$ cat config.mk
export PLATFORM = sky130hd
export DESIGN_NAME = irtx_seq
export DESIGN_NICKNAME = d
export VERILOG_FILES = /design/src/rtl/irtx_pkg.sv /design/src/rtl/irtx_fifo.sv /design/src/rtl/irtx_carrier.sv /design/src/rtl/irtx_segment.sv /design/src/rtl/irtx_seq.sv
export SDC_FILE = /design/constraint.sdc
export NUM_CORES = 1
export LEC_CHECK = 0
export BUFFER_PORTS_ARGS = -buffer_cell sky130_fd_sc_hd__buf_2
export CAP_MARGIN = 0
export CORE_UTILIZATION = 45
export DETAILED_ROUTE_END_ITERATION = 8
export PLACE_DENSITY_LB_ADDON = 0.15
export SETUP_SLACK_MARGIN = 0.5
export SKIP_LAST_GASP = 1
export SYNTH_ARGS = -nofsm -noshare
export SYNTH_HDL_FRONTEND = slang
export SYNTH_SLANG_ARGS = --single-unit
$ cat constraint.sdc
create_clock -name clk -period 5.7 [get_ports clk]
set_input_delay 0.855 -clock clk [delete_from_list [all_inputs] [get_ports clk]]
set_output_delay 0.855 -clock clk [all_outputs]
set_load 0.05 [all_outputs]
$ cat src/rtl/irtx_pkg.sv
package irtx_pkg;

    localparam int CNT_W   = 10;
    localparam int CAR_W   = 16;
    localparam int CMD_W   = CNT_W + 3;
    localparam int PUSH_BIT = 16;

    localparam logic [1:0] ADDR_CTRL = 2'd0;
    localparam logic [1:0] ADDR_CAR  = 2'd1;
    localparam logic [1:0] ADDR_CMD  = 2'd2;

    typedef enum logic [1:0] {
        UNIT_1US     = 2'd0,
        UNIT_10US    = 2'd1,
        UNIT_100US   = 2'd2,
        UNIT_CARRIER = 2'd3
    } unit_sel_t;

    typedef enum logic [1:0] {
        CSRC_CLK   = 2'd0,
        CSRC_XTAL  = 2'd1,
        CSRC_1US   = 2'd2,
        CSRC_10US  = 2'd3
    } car_src_t;

    typedef struct packed {
        logic             modulate;
        unit_sel_t        unit;
        logic [CNT_W-1:0] count;
    } seg_cmd_t;

    typedef struct packed {
        car_src_t src;
        logic     init_high;
        logic     enable;
    } ctrl_t;

    function automatic logic pick_tick(input logic [1:0] sel, input logic [3:0] ticks);
        return ticks[sel];
    endfunction

endpackage

$ cat src/rtl/irtx_fifo.sv
module irtx_fifo
    import irtx_pkg::*;
#(
    parameter int DEPTH = 64
) (
    input  logic     clk,
    input  logic     rst,
    input  logic     push,
    input  logic     pop,
    input  seg_cmd_t din,
    output seg_cmd_t dout,
    output logic     empty,
    output logic     full
);
    localparam int AW = (DEPTH > 1) ? $clog2(DEPTH) : 1;
    localparam int CW = AW + 1;

    seg_cmd_t       store [DEPTH];
    logic [AW-1:0]  wr_ptr, rd_ptr;
    logic [CW-1:0]  level;
    logic           push_ok, pop_ok;

    assign empty   = (level == '0);
    assign full    = (level == CW'(DEPTH));
    assign push_ok = push && !full;
    assign pop_ok  = pop && !empty;
    assign dout    = store[rd_ptr];

    function automatic logic [AW-1:0] bump(input logic [AW-1:0] p);
        return (p == AW'(DEPTH - 1)) ? '0 : p + 1'b1;
    endfunction

    always_ff @(posedge clk) begin
        if (push_ok) store[wr_ptr] <= din;
    end

    always_ff @(posedge clk) begin
        if (rst) begin
            wr_ptr <= '0;
            rd_ptr <= '0;
            level  <= '0;
        end else begin
            if (push_ok) wr_ptr <= bump(wr_ptr);
            if (pop_ok)  rd_ptr <= bump(rd_ptr);
            case ({push_ok, pop_ok})
                2'b10:   level <= level + 1'b1;
                2'b01:   level <= level - 1'b1;
                default: level <= level;
            endcase
        end
    end

    AST_FULL_DROP: assert property (@(posedge clk) disable iff (rst)
        (full && push && !pop) |=> full);

endmodule

$ cat src/rtl/irtx_carrier.sv
module irtx_carrier
    import irtx_pkg::*;
(
    input  logic             clk,
    input  logic             rst,
    input  logic             restart,
    input  logic             run,
    input  logic             tick,
    input  logic [CAR_W-1:0] high_m1,
    input  logic [CAR_W-1:0] low_m1,
    output logic             phase_high,
    output logic             period_done
);
    logic [CAR_W-1:0] phase_cnt;
    logic             advance;

    assign advance     = run && tick;
    assign period_done = advance && !phase_high && (phase_cnt == low_m1);

    always_ff @(posedge clk) begin
        if (rst || restart) begin
            phase_high <= 1'b1;
            phase_cnt  <= '0;
        end else if (advance) begin
            if (phase_high) begin
                if (phase_cnt == high_m1) begin
                    phase_high <= 1'b0;
                    phase_cnt  <= '0;
                end else begin
                    phase_cnt <= phase_cnt + 1'b1;
                end
            end else begin
                if (phase_cnt == low_m1) begin
                    phase_high <= 1'b1;
                    phase_cnt  <= '0;
                end else begin
                    phase_cnt <= phase_cnt + 1'b1;
                end
            end
        end
    end

    AST_PHASE_RESTART: assert property (@(posedge clk) disable iff (rst)
        restart |=> (phase_high && phase_cnt == '0));

endmodule

$ cat src/rtl/irtx_segment.sv
module irtx_segment
    import irtx_pkg::*;
(
    input  logic     clk,
    input  logic     rst,
    input  logic     enable,
    input  logic     q_empty,
    input  seg_cmd_t q_head,
    input  logic     tick_1us,
    input  logic     tick_10us,
    input  logic     tick_100us,
    input  logic     car_period,
    output logic     pop,
    output logic     active,
    output logic     modulate
);
    seg_cmd_t         cur;
    logic [CNT_W-1:0] units;
    logic             unit_tick;
    logic             seg_end;

    assign unit_tick = pick_tick(cur.unit, {car_period, tick_100us, tick_10us, tick_1us});
    assign seg_end   = active && unit_tick && (units == cur.count);
    assign pop       = enable && !q_empty && (!active || seg_end);
    assign modulate  = cur.modulate;

    always_ff @(posedge clk) begin
        if (rst) begin
            active <= 1'b0;
            units  <= '0;
            cur    <= '0;
        end else if (pop) begin
            active <= 1'b1;
            units  <= '0;
            cur    <= q_head;
        end else if (seg_end) begin
            active <= 1'b0;
        end else if (active && unit_tick) begin
            units <= units + 1'b1;
        end
    end

    AST_DRAIN_IDLE: assert property (@(posedge clk) disable iff (rst)
        (seg_end && q_empty) |=> !active);
    AST_HOLD_DISABLED: assert property (@(posedge clk) disable iff (rst)
        (!enable && !active) |=> !active);

endmodule

$ cat src/rtl/irtx_seq.sv
module irtx_seq
    import irtx_pkg::*;
#(
    parameter int DEPTH = 64
) (
    input  logic        clk,
    input  logic        rst,
    input  logic        soft_rst,
    input  logic        wr_en,
    input  logic [1:0]  wr_addr,
    input  logic [31:0] wr_data,
    input  logic        tick_xtal,
    input  logic        tick_1us,
    input  logic        tick_10us,
    input  logic        tick_100us,
    output logic        ir_out,
    output logic        fifo_empty,
    output logic        busy,
    output logic        overflow
);
    localparam logic [CAR_W-1:0] CAR_RESET_M1 = CAR_W'(12);

    ctrl_t            ctrl;
    logic [CAR_W-1:0] car_high_m1, car_low_m1;
    logic             clr;
    logic             push, pop, q_full, active, seg_mod;
    logic             car_tick, car_high, car_period;
    seg_cmd_t         q_head;
    logic             unused_bits;

    assign clr  = rst || soft_rst;
    assign push = wr_en && (wr_addr == ADDR_CMD) && wr_data[PUSH_BIT];
    assign unused_bits = ^{wr_data[31:17], wr_data[15:14], wr_data[11:3], wr_data[1]};

    always_ff @(posedge clk) begin
        if (rst) begin
            ctrl        <= '0;
            car_high_m1 <= CAR_RESET_M1;
            car_low_m1  <= CAR_RESET_M1;
        end else if (wr_en) begin
            if (wr_addr == ADDR_CTRL) begin
                ctrl.enable    <= wr_data[0];
                ctrl.init_high <= wr_data[2];
                ctrl.src       <= car_src_t'(wr_data[13:12]);
            end
            if (wr_addr == ADDR_CAR) begin
                car_high_m1 <= wr_data[31:16];
                car_low_m1  <= wr_data[15:0];
            end
        end
    end

    always_ff @(posedge clk) begin
        if (clr)                 overflow <= 1'b0;
        else if (push && q_full) overflow <= 1'b1;
    end

    assign car_tick = pick_tick(ctrl.src, {tick_10us, tick_1us, tick_xtal, 1'b1});

    irtx_fifo #(.DEPTH(DEPTH)) i_fifo (
        .clk   (clk),
        .rst   (clr),
        .push  (push),
        .pop   (pop),
        .din   (seg_cmd_t'(wr_data[CMD_W-1:0])),
        .dout  (q_head),
        .empty (fifo_empty),
        .full  (q_full)
    );

    irtx_segment i_segment (
        .clk        (clk),
        .rst        (clr),
        .enable     (ctrl.enable),
        .q_empty    (fifo_empty),
        .q_head     (q_head),
        .tick_1us   (tick_1us),
        .tick_10us  (tick_10us),
        .tick_100us (tick_100us),
        .car_period (car_period),
        .pop        (pop),
        .active     (active),
        .modulate   (seg_mod)
    );

    irtx_carrier i_carrier (
        .clk         (clk),
        .rst         (clr),
        .restart     (pop),
        .run         (active),
        .tick        (car_tick),
        .high_m1     (car_high_m1),
        .low_m1      (car_low_m1),
        .phase_high  (car_high),
        .period_done (car_period)
    );

    assign busy   = active;
    assign ir_out = ctrl.init_high || (active && seg_mod && car_high);

    AST_IDLE_LOW: assert property (@(posedge clk) disable iff (rst)
        (!busy && !ctrl.init_high) |-> !ir_out);
    AST_INIT_HIGH: assert property (@(posedge clk) disable iff (rst)
        ctrl.init_high |-> ir_out);
    AST_OVF_STICKY: assert property (@(posedge clk) disable iff (rst)
        (overflow && !soft_rst) |=> overflow);

endmodule

[Yosys cells after proc, flatten, opt, wreduce, memory -nomap -nowiden]
Memories as Yosys holds them, arrays and structs flattened. A register that Yosys moved wholly into a read port is not among the register bits.
Index checks and enable logic that the tools add are counted.
Word-level totals
  register bits: 84
  bits in writable memories: 832
  bits of input ports: 42
  output and inout port bits: 4
  logic and storage cells: 80
  memories kept: 1
Operators by class
  $add $sub $neg: 6
  magnitude comparators: 2
  equal/unequal tests: 10
  multiplexer cells: 17
  bitwise gates (word level): 1
  reduce and logical (&&, ||, !) cells: 30
Memory list
  i_fifo.store: words 64, bits a word 13, rd ports 1, clocked after memory_dff 1, wr ports 1, RTL line irtx_fifo.sv:18  | seg_cmd_t store [DEPTH];
Operators with widths (count)
  $mux W16: 3
  $eq A16 B16 Y1: 2
  $add A16 B1 Y16 const B: 1
  $logic_and A1 B1 Y1: 14
  $pmux W7 S2: 1
  $add A6 B1 Y6 const B: 2
  $eq A6 B6 Y1 const B: 2
  $mux W6: 2
  $add A10 B1 Y10 const B: 1
  $eq A10 B10 Y1: 1
  $mux W1: 9
  $add A7 B1 Y7 const B: 1
  $eq A7 B7 Y1 const B: 1
  $logic_not A7 Y1: 1
  $sub A7 B1 Y7 const B: 1
  $lt A2 B3 Y1 const B: 2
  $reduce_and A2 Y1: 3
  $bmux W1 S2: 2
  $eq A2 B1 Y1 const B: 2
  $eq A2 B2 Y1 const B: 2
  $logic_not A1 Y1: 4
  $logic_or A1 B1 Y1: 4
  $reduce_bool A2 Y1: 2
  $logic_not A2 Y1: 1
  other kinds (2): 2

[Longest topological paths before layout]
  word-level depth: 14
  mapped depth: 18
  depth with buffers taken out: 15

[Cells and area by module]
Synthesis repeated with hierarchy kept, for this count alone.
Unflattened totals
  cells, all modules: 2018
  area, all modules: 37327.0 µm²
By module, submodules not included
  irtx_fifo: instances 1, cells an instance 1581, area an instance 33230.6 µm², sequential area each 25484.4 µm²
  irtx_seq: instances 1, cells an instance 166, area an instance 1686.6 µm², sequential area each 740.7 µm²
  irtx_segment: instances 1, cells an instance 137, area an instance 1244.9 µm², sequential area each 480.5 µm²
  irtx_carrier: instances 1, cells an instance 134, area an instance 1164.9 µm², sequential area each 340.3 µm²

[Least setup slack after synthesis]
No wires, ideal clock.
  path kind: in2reg
  start: input tick_10us
  end: register i_fifo.level[6]
  setup time: 0.135 ns
  data arrival time: 3.730 ns
  required time: 5.565 ns
  slack: 1.835 ns
  stages on the path: 16
  buffers on the path: 2
  cell sequence: mux2i_1 > a211oi_4 > a31o_2 > and2_1 > buf_4 > buf_2 > ha_1 > inv_1 > fa_1 > nor2b_1 > o21ai_0 > a21oi_1 > o21ai_0 > and3_1 > o311ai_0 > o41ai_1
Between the ends
  longest elaborated chain between the ends: 14
  elaborated cells on any way between the ends: 16
  classes of those cells: eq/ne: 2; mux: 5; reduce/logical: 9
RTL lines
  start, declared: RTL line irtx_seq.sv:14  | input logic tick_10us,
  $bmux W1 S2: RTL line irtx_pkg.sv:39  | return ticks[sel];
  $mux W1 (not written as such): RTL line irtx_pkg.sv:39
  $logic_and A1 B1 Y1: RTL line irtx_carrier.sv:17  | assign advance = run && tick;
  $logic_and A1 B1 Y1 (2 in a row): RTL line irtx_carrier.sv:18  | assign period_done = advance && !phase_high && (phase_cnt == low_m1);
  $bmux W1 S2 *: RTL line irtx_pkg.sv:39
  $mux W1 (not written as such) *: RTL line irtx_pkg.sv:39
  $logic_and A1 B1 Y1 * (2 in a row): RTL line irtx_segment.sv:23  | assign seg_end = active && unit_tick && (units == cur.count);
  $logic_or A1 B1 Y1 *: RTL line irtx_segment.sv:24  | assign pop = enable && !q_empty && (!active || seg_end);
  $logic_and A1 B1 Y1 *: RTL line irtx_segment.sv:24
  $logic_and A1 B1 Y1 *: RTL line irtx_fifo.sv:26  | assign pop_ok = pop && !empty;
  net i_fifo.pop_ok: RTL line irtx_fifo.sv:21  | logic push_ok, pop_ok;
  $eq A2 B1 Y1 or $eq A2 B2 Y1 (tied branches): RTL line irtx_fifo.sv:45  | case ({push_ok, pop_ok})
  $pmux W7 S2 or $reduce_bool A2 Y1 (tied branches)
  end signal, assigned: RTL line irtx_fifo.sv:46  | 2'b10: level <= level + 1'b1;
  end signal, assigned: RTL line irtx_fifo.sv:47  | 2'b01: level <= level - 1'b1;
  end signal, assigned: RTL line irtx_fifo.sv:48  | default: level <= level;
  end, declared: RTL line irtx_fifo.sv:20  | logic [CW-1:0] level;
Mark *: on every way through the listed nets, which the timed path passes. The rest lies on a longest branch. The select of a mux whose other input is x is not followed.
A chain may end at the register's enable or synchronous reset.

[Final worst setup path]
  start: input wr_addr[0]
  end: memory i_fifo.store[51][9] (netlist name) (enable)
Between the ends
  longest elaborated chain between the ends: 6
RTL lines
  start, declared: RTL line irtx_seq.sv:10  | input logic [1:0] wr_addr,
  $eq A2 B2 Y1: RTL line irtx_seq.sv:32  | assign push = wr_en && (wr_addr == ADDR_CMD) && wr_data[PUSH_BIT];
  $logic_and A1 B1 Y1 (2 in a row): RTL line irtx_seq.sv:32
  $logic_and A1 B1 Y1: RTL line irtx_fifo.sv:25  | assign push_ok = push && !full;
  $mux W1: RTL line irtx_fifo.sv:34  | if (push_ok) store[wr_ptr] <= din;
  $mux W1 (not written as such): RTL line irtx_fifo.sv:34
  end, declared: RTL line irtx_fifo.sv:18
No other way between the ends.

==> flow_metrics.tcl <==
set metrics [dict create \
    outcome "completed" \
    io_buffer_count 45 \
    setup_viol 0 \
    globalRouteTotalUtil 0.223 \
    floorplan.die.height_um 288 \
    end_kind "register" \
    clock-skew-final_ns 0.0330 \
    area_growth_syn_to_layout_pct 12.5 \
    post_drt_wl_per_cell_um 27.0 \
    synth_enable_flop_cells 832 \
    peakVddDrop_v 0.000276 \
    synth_top_area_frac 0.679 \
    synth.top_cells.by_area "sky130_fd_sc_hd__edfxtp_1 (68%), sky130_fd_sc_hd__mux4_2 (9.5%), sky130_fd_sc_hd__dfxtp_1 (5.3%)" \
    via_count 19700 \
    clock_sinks 929 \
    post-dp-hpwl_um 55400 \
    num_rows 104 \
    ctsHoldBuffers 0 \
    max_freq_ghz 0.259 \
    chipWidth_um 288 \
    ctsLongestPathBuffers 3 \
    yosys.cell_count.top_type "sky130_fd_sc_hd__edfxtp_1" \
    cts-buffers-inserted 95 \
    antenna_left 0 \
    cts_resized 0 \
    critical-path-max-stage-delay_ns 1.04 \
    ffs_w_async_s_r_synth 0 \
    hold_path_startpoint "wr_data[18]" \
    crit_path_cell_trace "buf_2, nand4b_1, a41oi_1, inv_1, nor2_1, nand3_1, nor2_1" \
    fin_nets 2289 \
    tightest_slew_ns 1.24 \
    fin_setup_tns_ns 0 \
    critPathRequiredTime_ns 5.94 \
    seq_total_area_yosys 0.732 \
    grt_max_degree 67 \
    placement.cell_area_sq_um 38500 \
    timing.final.crit_share 0.679 \
    maxCapViolCount 0 \
    drt_iter0_markers 1652 \
    tritoncts "done" \
    timing_hold_violations_final 0 \
    post_synth_instance_area_sq_um 36800 \
    final_layout_size_suffix_gt1_frac 0.208 \
    critical_path.max_fanout 13 \
    number_of_warning_messages_in_the_yosys_log 0 \
    fp.dieArea_sq_um 82900 \
    final_max_slew_viol_count 0 \
    setup_slack_ns 1.83 \
    worst_path_max_delay_cell "sky130_fd_sc_hd__nor2_1" \
    setup.worst_path.start_class "primary input" \
    h-tree-depth 3 \
    path_delay_family "simple AND/OR/NAND/NOR gates" \
    crit_path_start "wr_addr[0]" \
    vias_per_cell 5.85 \
    power.density_nw_per_um2 325 \
    worst_skew_pair.late_latency_ns 0.65 \
    place.detailed.instances 3199 \
    grt_antenna_before_repair 1 \
    worst_r2r_startpoint "i_carrier.phase_cnt[7]$_SDFFE_PP0N_" \
    postLayoutCellArea_sq_um 41400 \
    arrival_ns 4.10 \
    clockRootBuffer "sky130_fd_sc_hd__clkbuf_16" \
    hold_path.class "in2reg" \
    worst_slew_margin_rel 0.171 \
    drcViolationCount 0 \
    core_area_sq_um 80700 \
    drt_wl_total_um 91000 \
    preCtsSetupSlack_ns 1.17 \
    power_leakage_nw 12.8 \
    post_cts.repair.setup_buffers 0 \
    first_pass_grt_wire_length_um 134000 \
    flop_and_latch_count_out_of_synthesis 929 \
    dominantRegCellSynth "sky130_fd_sc_hd__edfxtp_1" \
    min_period_ns 3.87 \
    synthesis.area_per_instance_sq_um 17.3 \
    design.portCount 46 \
    setup.worst_path.class "in2reg" \
    synthCells 2124 \
    initial_core_util 0.456 \
    ys_top_cells_by_count "sky130_fd_sc_hd__edfxtp_1 (832), sky130_fd_sc_hd__nor2_1 (156), sky130_fd_sc_hd__mux4_2 (155), sky130_fd_sc_hd__nand2_1 (138), sky130_fd_sc_hd__dfxtp_1 (97)" \
    worst_setup_hold_path_clk_slew_ns 0.06 \
    layout.filler_cells 6568 \
    number_of_global_route_vias_before_repair 19600 \
    last_weighted_congestion_value_of_the_routability_driven_placer 0.850 \
    grt_setup_unrepaired "false" \
    synth_top_cell_by_area "sky130_fd_sc_hd__edfxtp_1" \
    netlist-cell-type-count 72 \
    worstPathBufferInverterCount 2 \
    critical-path-top-cell-by-count "sky130_fd_sc_hd__nor2_1" \
    synthesis.nets 2177 \
    instances_no_fill 3373 \
    globalRouteOverflowTotal 0 \
    n_antenna_cell 0 \
    dr.pass1.iters 8 \
]
==> worst reg2reg max path: stages, from the launching register on <==
cell,delay [ns]
sky130_fd_sc_hd__dfxtp_1,0.46
sky130_fd_sc_hd__xnor2_1,0.16
sky130_fd_sc_hd__nand4_1,0.19
sky130_fd_sc_hd__nor4_4,0.49
sky130_fd_sc_hd__a31o_2,0.25
sky130_fd_sc_hd__and2_1,0.15
sky130_fd_sc_hd__ha_1,0.29
sky130_fd_sc_hd__inv_1,0.12
sky130_fd_sc_hd__fa_1,0.40
sky130_fd_sc_hd__nor2b_1,0.15
sky130_fd_sc_hd__o21ai_0,0.12
sky130_fd_sc_hd__a21oi_1,0.19
sky130_fd_sc_hd__o21ai_0,0.12
sky130_fd_sc_hd__and3_1,0.21
sky130_fd_sc_hd__o311ai_0,0.27
sky130_fd_sc_hd__o41ai_1,0.12
==> kinds of logic (layout without fill, tap and decap cells) <==
kind of cell,after synthesis,count (layout),synth area share
xor gates and xnor gates,69,69,0.0164
AOI/OAI and AO/OA,260,260,0.0470
adders and majority gates,11,11,0.00394
muxes,268,268,0.126
DFF,929,929,0.732
buffers and inverters,135,324,0.0168
and+or+nand+nor,452,452,0.0577
==> per-stage QoR <==
step / total power, W / util / hold slack (ns)
6_report: 0.0134 / 0.513 / 0.414
2_1_floorplan: 0.00762 / - / 0.448
5_1_grt: 0.0138 / 0.513 / 0.421
3_5_place_dp: 0.00779 / 0.477 / 0.463
3_3_place_gp: 0.00778 / 0.477 / 0.460
4_1_cts: 0.0136 / 0.513 / 0.377
==> state kept, by name (all words and copies together), names as in the netlist, 4 cells and up <==
register	flops
car_high_m1	16
car_low_m1	16
ctrl	4
i_carrier.phase_cnt	16
i_fifo.level	7
i_fifo.rd_ptr	6
i_fifo.store	832
i_fifo.wr_ptr	6
i_segment.cur	12
i_segment.units	10
==> cell type report <==
| cell class | count | area [sq um] | area share |
|---|---|---|---|
| Sequential cell | 929 | 26900 | 0.651 |
| Multi-Input combinational cell | 1060 | 9260 | 0.224 |
| Clock buffer | 125 | 2530 | 0.0612 |
| Tap cell | 1060 | 1330 | 0.0320 |
| Timing Repair Buffer | 132 | 903 | 0.0218 |
| Clock inverter | 49 | 355 | 0.00859 |
| Inverter | 18 | 67.6 | 0.00163 |
==> layout by cell type (no fill, tap or decap), types with 19 or more instances in the layout <==
master and instances:
sky130_fd_sc_hd__mux2i_1 95, sky130_fd_sc_hd__buf_2 45, sky130_fd_sc_hd__clkinv_1 21, sky130_fd_sc_hd__nand3_1 49
sky130_fd_sc_hd__nor2_1 151, sky130_fd_sc_hd__clkbuf_16 95, sky130_fd_sc_hd__edfxtp_1 832, sky130_fd_sc_hd__mux4_2 155
sky130_fd_sc_hd__o211ai_1 28, sky130_fd_sc_hd__nand2_1 138, sky130_fd_sc_hd__xnor2_1 26, sky130_fd_sc_hd__o21ai_0 52
sky130_fd_sc_hd__buf_4 85, sky130_fd_sc_hd__clkbuf_1 25, sky130_fd_sc_hd__a21oi_1 74, sky130_fd_sc_hd__clkinv_2 19
sky130_fd_sc_hd__xor2_1 43, sky130_fd_sc_hd__dfxtp_1 92
==> path summary, 6_finish.rpt <==
path / to / slack (ns) / depth (start not counted)
hold reg to reg: car_low_m1[1]$_SDFFE_PP0P_ / 0.47 / 2
setup reg to reg: i_fifo.level[6]$_SDFFE_PP0P_ / 1.87 / 15
setup / recovery: i_fifo.store[51][9]$_DFFE_PP_ / 1.83 / 7
hold / removal: car_high_m1[2]$_SDFFE_PP1P_ / 0.41 / 3
==> metal layers <==
layer / share of wire / global-route usage / up-vias
met5: 0 / 0 / -
met4: 0.024 / 0.0619 / 0
met3: 0.063 / 0.0345 / 135
met2: 0.49 / 0.361 / 671
met1: 0.43 / 0.315 / 10300
li1: - / - / 8624
==> power by group <==
group,internal [W],switching (W)
Sequential,0.00742,0.00000775
Clock,0.00323,0.00257
Combinational,0.0000389,0.000174
Power figures use the tool's default switching activity.
